[src/rtl/uart_tx_framer.sv]
module uart_tx_framer #(
  parameter int OVS = 16
) (
  input  logic       clk,
  input  logic       rst_n,
  input  logic       baud_tick,
  input  logic [1:0] cfg_len,
  input  logic [1:0] cfg_par,
  input  logic [1:0] cfg_stop,
  input  logic       cmd_valid,
  input  logic [3:0] cmd_code,
  input  logic       wr_valid,
  input  logic [7:0] wr_data,
  output logic       txd,
  output logic       tx_ready,
  output logic       tx_empty
);

  localparam int CW = $clog2(2 * OVS);
  localparam logic [CW:0] STOP_Q0 = (CW + 1)'((OVS * 9) / 16);
  localparam logic [CW:0] STOP_Q1 = (CW + 1)'(OVS);
  localparam logic [CW:0] STOP_Q2 = (CW + 1)'((OVS * 25) / 16);
  localparam logic [CW:0] STOP_Q3 = (CW + 1)'(2 * OVS);

  localparam logic [3:0] C_RESET  = 4'd2;
  localparam logic [3:0] C_BRK_ON = 4'd5;
  localparam logic [3:0] C_BRK_OF = 4'd6;
  localparam logic [3:0] C_EN     = 4'd8;
  localparam logic [3:0] C_DIS    = 4'd9;

  typedef enum logic [2:0] {
    S_IDLE, S_START, S_DATA, S_PAR, S_STOP, S_BRK, S_GAP
  } st_t;

  st_t         state;
  logic [CW-1:0] cnt;
  logic [2:0]  bitn;
  logic [7:0]  shreg;
  logic        par_acc;
  logic [1:0]  f_len, f_par, f_stop;
  logic [7:0]  hold;
  logic        hold_full;
  logic        tx_en;

  logic [CW:0]   dur;
  logic [CW-1:0] dur_m1;
  logic [2:0]    nbits_m1;
  logic          last, par_bit, accept, go, kill, timed;

  always_comb begin
    unique case (f_stop)
      2'd0: dur = STOP_Q0;
      2'd1: dur = STOP_Q1;
      2'd2: dur = STOP_Q2;
      default: dur = STOP_Q3;
    endcase
    if (state != S_STOP) dur = (CW + 1)'(OVS);
  end

  assign dur_m1   = CW'(dur - 1'b1);
  assign nbits_m1 = 3'd4 + {1'b0, f_len};
  assign timed    = (state == S_START) || (state == S_DATA) || (state == S_PAR) ||
                    (state == S_STOP)  || (state == S_GAP);
  assign last     = baud_tick && timed && (cnt == dur_m1);
  assign par_bit  = (f_par == 2'd1) ? ~par_acc : (f_par == 2'd2) ? par_acc : 1'b0;
  assign kill     = cmd_valid && (cmd_code == C_RESET || cmd_code == C_BRK_ON);
  assign go       = hold_full && !kill &&
                    ((state == S_IDLE && baud_tick) ||
                     (last && (state == S_STOP || state == S_GAP)));

  assign tx_ready = tx_en && !hold_full;
  assign accept   = wr_valid && tx_ready;
  assign tx_empty = (state == S_IDLE) && !hold_full;

  always_comb begin
    unique case (state)
      S_START, S_BRK: txd = 1'b0;
      S_DATA:         txd = shreg[0];
      S_PAR:          txd = par_bit;
      default:        txd = 1'b1;
    endcase
  end

  always_ff @(posedge clk or negedge rst_n) begin
    if (!rst_n) begin
      state     <= S_IDLE;
      cnt       <= '0;
      bitn      <= '0;
      shreg     <= '0;
      par_acc   <= 1'b0;
      f_len     <= '0;
      f_par     <= '0;
      f_stop    <= '0;
      hold      <= '0;
      hold_full <= 1'b0;
      tx_en     <= 1'b0;
    end else begin
      if (accept) begin
        hold      <= wr_data;
        hold_full <= 1'b1;
      end
      if (baud_tick && timed) cnt <= last ? '0 : cnt + 1'b1;

      unique case (state)
        S_START: if (last) begin
          state <= S_DATA;
          bitn  <= '0;
        end
        S_DATA: if (last) begin
          shreg   <= shreg >> 1;
          par_acc <= par_acc ^ shreg[0];
          if (bitn == nbits_m1) state <= (f_par != 2'd0) ? S_PAR : S_STOP;
          else bitn <= bitn + 1'b1;
        end
        S_PAR:  if (last) state <= S_STOP;
        S_STOP: if (last) state <= S_IDLE;
        S_GAP:  if (last) state <= S_IDLE;
        default: ;
      endcase

      if (go) begin
        state     <= S_START;
        cnt       <= '0;
        shreg     <= hold;
        hold_full <= 1'b0;
        par_acc   <= 1'b0;
        f_len     <= cfg_len;
        f_par     <= cfg_par;
        f_stop    <= cfg_stop;
      end

      if (cmd_valid) begin
        unique case (cmd_code)
          C_EN:  tx_en <= 1'b1;
          C_DIS: tx_en <= 1'b0;
          C_RESET: begin
            state     <= S_IDLE;
            cnt       <= '0;
            hold_full <= 1'b0;
          end
          C_BRK_ON: begin
            state <= S_BRK;
            cnt   <= '0;
          end
          C_BRK_OF: if (state == S_BRK) begin
            state <= S_GAP;
            cnt   <= '0;
          end
          default: ;
        endcase
      end
    end
  end

endmodule

[config.mk]
export PLATFORM = sky130hd
export DESIGN_NAME = uart_tx_framer
export DESIGN_NICKNAME = d
export VERILOG_FILES = /design/src/rtl/uart_tx_framer.sv
export SDC_FILE = /design/constraint.sdc
export NUM_CORES = 1
export LEC_CHECK = 0
export CELL_PAD_IN_SITES_DETAIL_PLACEMENT = 2
export CELL_PAD_IN_SITES_GLOBAL_PLACEMENT = 2
export CORE_ASPECT_RATIO = 1.1
export CORE_MARGIN = 1.5
export CORE_UTILIZATION = 30
export DETAILED_ROUTE_END_ITERATION = 10
export GPL_TIMING_DRIVEN = 0
export MAX_ROUTING_LAYER = met4
export PLACE_DENSITY = 0.66
export SETUP_SLACK_MARGIN = 0.5
export SYNTH_ARGS = -nofsm -noshare
export SYNTH_HDL_FRONTEND = slang
export SYNTH_SLANG_ARGS = --single-unit
export TNS_END_PERCENT = 20
[constraint.sdc]
create_clock -name clk -period 7.5 [get_ports clk]
set_input_delay 1.125 -clock clk [delete_from_list [all_inputs] [get_ports clk]]
set_output_delay 1.125 -clock clk [all_outputs]
set_load 0.005 [all_outputs]
==> flow_summary.toml, run 1 <==
[sta]
maxSlewHeadroom_pct = 45.2
max_freq_mhz = 306
skew_ns = 0.0125
finalCriticalPeriod_ns = 3.27
tns_ns = 0
period_share_pct = 43.6
slew_violations = 0
worstMarginPinSlew_ns = 0.823
setup_viol = 0
rsz0062_at_grt = "no"
final_hold_viol_count = 0

[synthesis]
ys_types = 53
synth_area_um2 = 2040
syn_nets = 208
ys_warn_count = 0
synth-edff-count = 0
synth_ff_type = "dfrtp_1"
ys_seq_area_share_pct = 44.1
synthArstFlopShare_pct = 100
synth_cells = 181
avgSynthCellArea_um2 = 11.3
synth_seq_cells = 36

[drt]
first_pass_iters = 4
wl_um = 5280
first_iter_violations = 41
vias = 1525
ant_nets = 0
viasPerCell = 5.15
drc = 0
post_drt_wl_per_cell_um = 17.8

[hold_path]
min_path_type = "flip-flop to flip-flop"
worstHoldPathCells = 1

[die]
start_util_pct = 30.9
io_pins = 26
die_w_um = 81.6
core_area_um2 = 6590
core.rowCount = 31
die_h_um = 89.5
die_area_um2 = 7310

[pwr]
ir_drop_mv = 0.114
p_per_area_nw_per_um2 = 319
p_leak_uw = 0.00103

[cts]
cts.clk_slew.worst_paths_ns = 0.09
h-tree-depth = 2
holdBufCountCts = 0
cts_resized = 0
cts.path.max_buffers = 2
clock-sinks = 36
clock_latency_ns = 0.31
cts_root_buf = "clkbuf_8"
cts_tree = "built"
post-cts-setup-buffer-count = 0
numCtsBuffers = 5

[critical_path]
arrival_ns = 2.14
rr_worst_depth = 8
path_class = "flip-flop to primary output"
cp-start-kind = "flip-flop"
path_max_fanout = 10
crit_path_end_kind = "primary output"
required_ns = 6.38

[final_layout]
final_nets = 240
n_antenna_cell = 0
areaGrowthSynthToFinish_pct = 22.7
drive_gt1_share_pct = 20.1
final_util_pct = 38.0
final_cell_area_um2 = 2500
fillCellCount = 709

[outcome]
status = "complete, no violations"

[placement]
gp_congestion = 0.877
port-buffer-count = 25
dp_hpwl_um = 4010
placement.cell_area_um2 = 2390

[job]
maxCapViolations = 0

[global_route]
grt_max_degree = 37
antenna_found_initial = 0
grt_pass1_vias = 1748
grt_usage_pct = 17.1
grt_pass1_wl_um = 8780
overflow = 0
layer usage:
metal / wire, µm / share of wire (%) / GRT usage, % / up-vias
met3: 137 / 2.6 / 3.78 / 8
met1: 2170 / 41 / 18.1 / 773
li1: - / - / - / 720
met4: 82 / 1.6 / 5.70 / 0
met5: 0 / 0 / - / -
met2: 2880 / 55 / 31.2 / 24
path summary, 6_finish.rpt:
check	startpoint	endpoint	slack [ns]
setup / recovery	state[0]$_DFF_PN0_	txd	4.23
setup reg to reg	f_stop[0]$_DFFE_PN0N_	shreg[4]$_DFFE_PN0P_	4.75
hold reg to reg	hold[4]$_DFFE_PN0P_	hold[4]$_DFFE_PN0P_	0.51
hold / removal	hold[4]$_DFFE_PN0P_	hold[4]$_DFFE_PN0P_	0.51
max in group asynchronous	rst_n	f_stop[1]$_DFFE_PN0N_	6.06
min in group asynchronous	rst_n	shreg[7]$_DFFE_PN0P_	0.92
flip-flops by register name, summed over array words and instances (netlist names):
register and cells:
hold_full 1, tx_en 1, f_par 2, f_len 2, bitn 3, cnt 5
shreg 8, hold 8, f_stop 2, state 3, par_acc 1
cells in the final DEF, fill, tap and decap left out, types with 3 or more instances in the layout:
| cell | count |
|---|---|
| xnor2_1 | 5 |
| clkbuf_8 | 5 |
| nand2_1 | 14 |
| mux2_2 | 15 |
| nand3_1 | 5 |
| ha_1 | 4 |
| clkdlybuf4s50_1 | 24 |
| nor3_1 | 4 |
| nor2b_1 | 3 |
| o21ai_0 | 7 |
| mux2_1 | 6 |
| inv_1 | 3 |
| dfrtp_1 | 36 |
| or3_1 | 5 |
| mux2_4 | 7 |
| nor2_1 | 17 |
metrics by stage:
stage	worst slack, ns	hold slack [ns]	instances	power (µW)
after floorplan	4.81	0.456	181	526
after global placement	4.09	0.484	288	600
after detailed placement	4.05	0.490	288	627
after CTS	4.19	0.513	296	812
after global routing	4.05	0.534	296	858
final	4.23	0.509	296	799
critical path, stage by stage (launching register included):
cell and delay [ns]:
dfrtp_1 0.37, clkbuf_1 0.36, or2b_1 0.20, nor2_1 0.05, a31oi_1 0.13, nor2_1 0.06, nor2_1 0.14, clkdlybuf4s50_1 0.52
area by class of cell:
class	count	area, µm²	share of cell area (%)
multi-input cells	138	1100	44.1
flip-flops and latches	36	901	36.0
clock inverters	3	46.3	1.85
inverters	3	11.3	0.450
repair buffers	25	245	9.80
plain buffers	4	23.8	0.950
clock buffers	5	68.8	2.75
well taps	82	103	4.10
synth_stat cells (all sizes together) (2+ instances only):
| cell | count | area share (%) |
|---|---|---|
| dfrtp | 36 | 44 |
| buf | 2 | 0.80 |
| nor2 | 19 | 4.4 |
| o21ai | 9 | 2.2 |
| xor2 | 3 | 2.2 |
| ha | 4 | 2.5 |
| a21oi | 3 | 1.3 |
| and3 | 2 | 0.61 |
| nand3b | 2 | 0.74 |
| o22ai | 2 | 0.61 |
| nor4b | 2 | 0.86 |
| clkbuf | 2 | 0.37 |
| mux2i | 2 | 0.98 |
| nor3 | 4 | 0.98 |
| or3b | 2 | 0.98 |
| xnor2 | 5 | 2.1 |
| inv | 3 | 0.55 |
| nand2b | 2 | 0.61 |
| a31oi | 2 | 0.61 |
| nand2 | 14 | 2.6 |
| mux2 | 28 | 17 |
| nand3 | 5 | 1.2 |
| or3 | 6 | 2.1 |
| nor2b | 3 | 0.92 |
report_power, final:
group | switching [µW] | internal (µW) | total (µW)
clock | 80.2 | 100 | 180
combinational | 135 | 162 | 297
sequential | 53.4 | 268 | 322
cells by family (layout without fill, tap and decap cells):
logic type / after synthesis / after routing / share of synthesized area [%]
buffers and inverters: 7 / 40 / 1.72
multiplexers: 30 / 30 / 17.7
AND/OR/NAND/NOR: 69 / 69 / 19.9
adder cells (fa/ha/maj): 4 / 4 / 2.45
XOR/XNOR: 8 / 8 / 4.35
flip-flops: 36 / 36 / 44.1
AO/OA/AOI/OAI: 27 / 27 / 9.69
Power figures use the tool's default switching activity.
==> run 2, diff against run 1 <==
Clock period 7.5 ns to 3.1 ns, I/O delays scaled along.
==> run 2 against run 1 <==
  * Worst hold slack got worse by 0.25 ns
  * Global-route usage rose by 0.22 points
  * Utilization rose by 1.6 points
  * First-iteration DRC count fell by 2.4%
  * Largest cell class unchanged
  * Highest routed layer unchanged
==> flow_summary.toml, run 2 (synthesis results as in run 1) <==
[final_layout]
regArea_um2 = 902
fillCellCount = 696
multiInputGateArea_um2 = 1120
final_cell_area_um2 = 2610
drive_gt1_share_pct = 25.4
final_nets = 250
final_common_cell = "dfrtp_1"
areaGrowthSynthToFinish_pct = 27.8
reg_top3 = "hold: 8 flops, shreg: 8 flops, cnt: 5 flops"
n_antenna_cell = 0
most-common-layout-cells = "35 x dfrtp_1, 23 x clkdlybuf4s50_1, 17 x nor2_1, 15 x mux2_2, 14 x nand2_1"

[cts]
h-tree-depth = 2
cts_tree = "built"
cts_root_buf = "clkbuf_8"
cts.clk_slew.worst_paths_ns = 0.08
numCtsBuffers = 5
clock_latency_ns = 0.31
cts.path.max_buffers = 2
clock-sinks = 36

[global_route]
grt_pass1_vias = 1766
grt_usage_pct = 17.3
overflow = 0
grt_pass1_wl_um = 8880
grt_max_degree = 37
antenna_found_initial = 0

[outcome]
status = "complete, no violations"

[placement]
dp_hpwl_um = 4010
port-buffer-count = 25
place_ws_ns = 0.307
gp_congestion = 0.877
placement.cell_area_um2 = 2390

[sta]
hold-worst-slack_ns = 0.257
final_hold_viol_count = 0
worstMarginPinSlew_ns = 0.831
setup_viol = 0
maxSlewHeadroom_pct = 44.6
skew_ns = 0.0128
slew_violations = 0
worst_slack_ns = 0.524
tns_ns = 0
period_share_pct = 83.1
max_freq_mhz = 388
rsz0062_at_grt = "yes"
finalCriticalPeriod_ns = 2.58

[critical_path]
slowest_stage = "dfrtp_1"
crit_chain = "inv_1, ha_1, or3_4, a21oi_4, xor2_4, nor4_4, buf_6, mux2_1, mux2_2"
path_class = "flip-flop to flip-flop"
required_ns = 3.30
cp_slowest_stage_delay_ns = 0.35
rr_worst_depth = 9
path_max_fanout = 8
arrival_ns = 2.77
cpLargestDelayFamily = "simple AND/OR/NAND/NOR gates"
cp-start-kind = "flip-flop"
path_buf_inv = 2
crit_path_end_kind = "flip-flop"
path_depth = 9
rrSetupSlack_ns = 0.52

[drt]
drc = 0
ant_nets = 0
first_pass_iters = 4
wl_um = 5500
post_drt_wl_per_cell_um = 18.0
vias = 1563
first_iter_violations = 40
viasPerCell = 5.11

[die]
core.rowCount = 31
io_pins = 26
die_h_um = 89.5
die_w_um = 81.6
start_util_pct = 30.9
die_area_um2 = 7310
core_area_um2 = 6590

[job]
maxCapViolations = 0

[pwr]
totalPowerFinal_uw = 1990
ir_drop_mv = 0.279
p_leak_uw = 0.00113
p_per_area_nw_per_um2 = 764

[hold_path]
min_path_type = "primary input to asynchronous set/reset pin"
## run 2: changes by cell type in the layout (fill, tap and decap cells not counted), sizes merged
cell / delta
clkdlybuf4s50: -1
dlymetal6s2s: +1
buf: +10
## run 2: repair_timing
item / in CTS / in global routing
hold buffers: 0 / 0
gates resized for setup: 2 / 8
gates cloned: 0 / 0
pin swaps: 3 / 4
endpoints found under the setup margin: 12 / 15
setup buffers: 5 / 5
## run 2: area by class of cell
| type | count | share of cell area [%] |
|---|---|---|
| Clock inverter | 3 | 1.78 |
| Buffer | 4 | 1.30 |
| Multi-Input combinational cell | 138 | 42.8 |
| Clock buffer | 5 | 2.64 |
| Inverter | 3 | 0.432 |
| Timing Repair Buffer | 35 | 12.5 |
| Tap cell | 82 | 3.93 |
| Sequential cell | 36 | 34.6 |
## run 2: through the flow
step | instances | util (%)
after global routing | 306 | 39.5
after floorplan | 181 | -
after detailed placement | 288 | 36.2
after CTS | 301 | 38.7
after global placement | 288 | 36.3
final | 306 | 39.5
## run 2: power breakdown
group | leakage (µW) | internal, µW | switching (µW)
logic | 0.000627 | 430 | 342
clock network | 0.0000548 | 242 | 198
registers | 0.000449 | 650 | 131
## run 2: worst paths after layout
path                                        from                   end
max in group asynchronous                  rst_n    state[1]$_DFF_PN0_
max reg2reg                f_stop[0]$_DFFE_PN0N_  shreg[4]$_DFFE_PN0P_
min                                        rst_n  f_par[1]$_DFFE_PN0N_
max                        f_stop[0]$_DFFE_PN0N_  shreg[4]$_DFFE_PN0P_
min reg2reg                  hold[4]$_DFFE_PN0P_   hold[4]$_DFFE_PN0P_
min in group clk             hold[4]$_DFFE_PN0P_   hold[4]$_DFFE_PN0P_
## run 2: per-layer routing
layer  track usage (%)  vias to the layer above  part of all wire (%)
met2              31.9                       26                    55
met3              3.78                        8                   2.8
met1              18.1                      793                    40
met5                 -                        -                     0
met4              5.70                        0                   1.6
li1                  -                      736                     -
## run 2: worst register-to-register path: stages, from the launching register on
cell and delay (ns):
dfrtp_1 0.35, inv_1 0.06, ha_1 0.30, or3_4 0.35, a21oi_4 0.21, xor2_4 0.13
nor4_4 0.29, buf_6 0.17, mux2_1 0.34, mux2_2 0.27
==> run 3, diff against run 2 <==
Settings changed: PLACE_DENSITY 0.66 to 0.69.
Clock period 3.1 ns to 2.2 ns, I/O delays scaled along.
==> run 3 against run 2 <==
  * Largest cell class unchanged
  * Routed wire length decreased by 7.3%
  * Highest routed layer unchanged
  * First-iteration DRC count fell by 57%
  * Critical path depth shrank 2
  * Non-clock buffer count is 2 higher
  * The flow now finishes with violations (setup timing)
  * Design area increased by 2.5%
  * Die area unchanged
==> flow_summary.toml, run 3 (synthesis results as in run 1) <==
[final_layout]
fillCellCount = 694
fin_cells = 308
final_nets = 252
n_antenna_cell = 0
reg_top3 = "hold: 8 flops, shreg: 8 flops, cnt: 5 flops"
most-common-layout-cells = "35 x dfrtp_1, 22 x clkdlybuf4s50_1, 17 x nor2_1"
final_common_cell = "dfrtp_1"
areaGrowthSynthToFinish_pct = 31.0
drive_gt1_share_pct = 32.3

[global_route]
use_met3_pct = 3.06
antenna_found_initial = 0
grt_pass1_vias = 1688
grt_usage_pct = 16.0
grt_pass1_wl_um = 8370
use_met1_pct = 18.6
grtUsageMet2_pct = 27.6
top_usage_layer = "met2"
grt_max_degree = 37
overflow = 0

[critical_path]
required_ns = 2.38
crit_path_end_kind = "flip-flop"
path_class = "flip-flop to flip-flop"
cp-start-kind = "flip-flop"
arrival_ns = 2.66
path_max_fanout = 8

[sta]
max_freq_mhz = 404
worstMarginPinSlew_ns = 0.840
period_share_pct = 113
slew_violations = 0
skew_ns = 0.00373
tns_ns = -4.27
finalCriticalPeriod_ns = 2.48
setup_viol = 24
worst_slack_ns = -0.277
rsz0062_at_grt = "yes"
maxSlewHeadroom_pct = 44.0
final_hold_viol_count = 0

[pwr]
ir_drop_mv = 0.571
p_per_area_nw_per_um2 = 1040
p_leak_uw = 0.00115

[cts]
numCtsBuffers = 5
cts_tree = "built"
holdBufCountCts = 0
cts_root_buf = "clkbuf_8"
cts.clk_slew.worst_paths_ns = 0.08
clock-sinks = 36
clock_latency_ns = 0.30
h-tree-depth = 2
cts.path.max_buffers = 2

[die]
die_h_um = 89.5
die_area_um2 = 7310
io_pins = 26
die_w_um = 81.6
start_util_pct = 30.9
core.rowCount = 31
core_area_um2 = 6590

[placement]
port-buffer-count = 25
gp_congestion = 0.777
place_inst = 288
dp_hpwl_um = 3520

[outcome]
violations = "setup timing"
status = "finished, violations left"

[drt]
ant_nets = 0
post_drt_wl_per_cell_um = 16.6
first_iter_violations = 17
vias = 1545
wl_um = 5100
viasPerCell = 5.02
first_pass_iters = 4
drc = 0

[job]
maxCapViolations = 0

[hold_path]
min_path_type = "primary input to asynchronous set/reset pin"
[run 3: changes by cell type in the layout (fill, tap and decap cells not counted), moves of 2 or more]
cell,delta
mux2_4,+7
mux2_1,-6
ha_1,-2
inv_1,-2
inv_2,+2
[run 3: power by group]
group	switching, µW	leakage (µW)	internal [µW]	total (µW)
Clock	269	0.0000404	224	493
Combinational	491	0.000658	701	1190
Sequential	181	0.000449	915	1100
Total	940	0.00115	1840	2780
[run 3: path summary, 6_finish.rpt]
check,cells past startpoint,start,to,slack [ns]
max,7,state[1]$_DFF_PN0_,shreg[2]$_DFFE_PN0P_,-0.28
min in group clk,1,hold[7]$_DFFE_PN0P_,shreg[7]$_DFFE_PN0P_,0.51
min,1,rst_n,bitn[0]$_DFFE_PN0P_,0.13
min reg2reg,1,hold[7]$_DFFE_PN0P_,shreg[7]$_DFFE_PN0P_,0.51
max reg2reg,7,state[1]$_DFF_PN0_,shreg[2]$_DFFE_PN0P_,-0.28
max in group asynchronous,1,rst_n,state[1]$_DFF_PN0_,1.50
[run 3: layout make-up]
| class | count | area, µm² | share of cell area [%] |
|---|---|---|---|
| clock buffers | 5 | 68.8 | 2.57 |
| flip-flops and latches | 36 | 902 | 33.8 |
| repair buffers | 37 | 352 | 13.2 |
| plain buffers | 4 | 33.8 | 1.26 |
| well taps | 82 | 103 | 3.84 |
| multi-input cells | 138 | 1180 | 44.1 |
| inverters | 3 | 11.3 | 0.421 |
| clock inverters | 3 | 23.8 | 0.890 |
[run 3: critical path: stages (launching register included)]
cell and delay [ns]:
dfrtp_2 0.42, or3b_4 0.44, nor2_4 0.10, mux2_4 0.35, nor4_4 0.29, buf_6 0.19
mux2_4 0.31, mux2_4 0.26
[run 3: stage by stage]
step	area (µm²)	utilization, %	setup WS, ns	power [µW]	hold WS (ns)
4_1_cts	2620	39.7	-0.308	2770	0.156
3_3_place_gp	2400	36.4	-0.516	2070	0.482
3_5_place_dp	2390	36.3	-0.550	2120	0.485
6_report	2670	40.5	-0.277	2780	0.132
2_1_floorplan	2050	-	-0.294	1810	0.0344
5_1_grt	2670	40.5	-0.349	2970	0.188
[run 3: layer usage]
metal / vias up / share of wire (%)
li1: 738 / -
met1: 782 / 43
met2: 19 / 53
met3: 6 / 2.2
met4: 0 / 1.5
met5: - / 0
[run 3: what timing repair did]
item | 4_1_cts | 5_1_grt
cloned | 0 | 0
gates resized for setup | 19 | 10
endpoints found under the hold margin | 0 | 0
setup endpoints to repair | 30 | 29
setup buffers | 9 | 3
pin swaps | 12 | 8
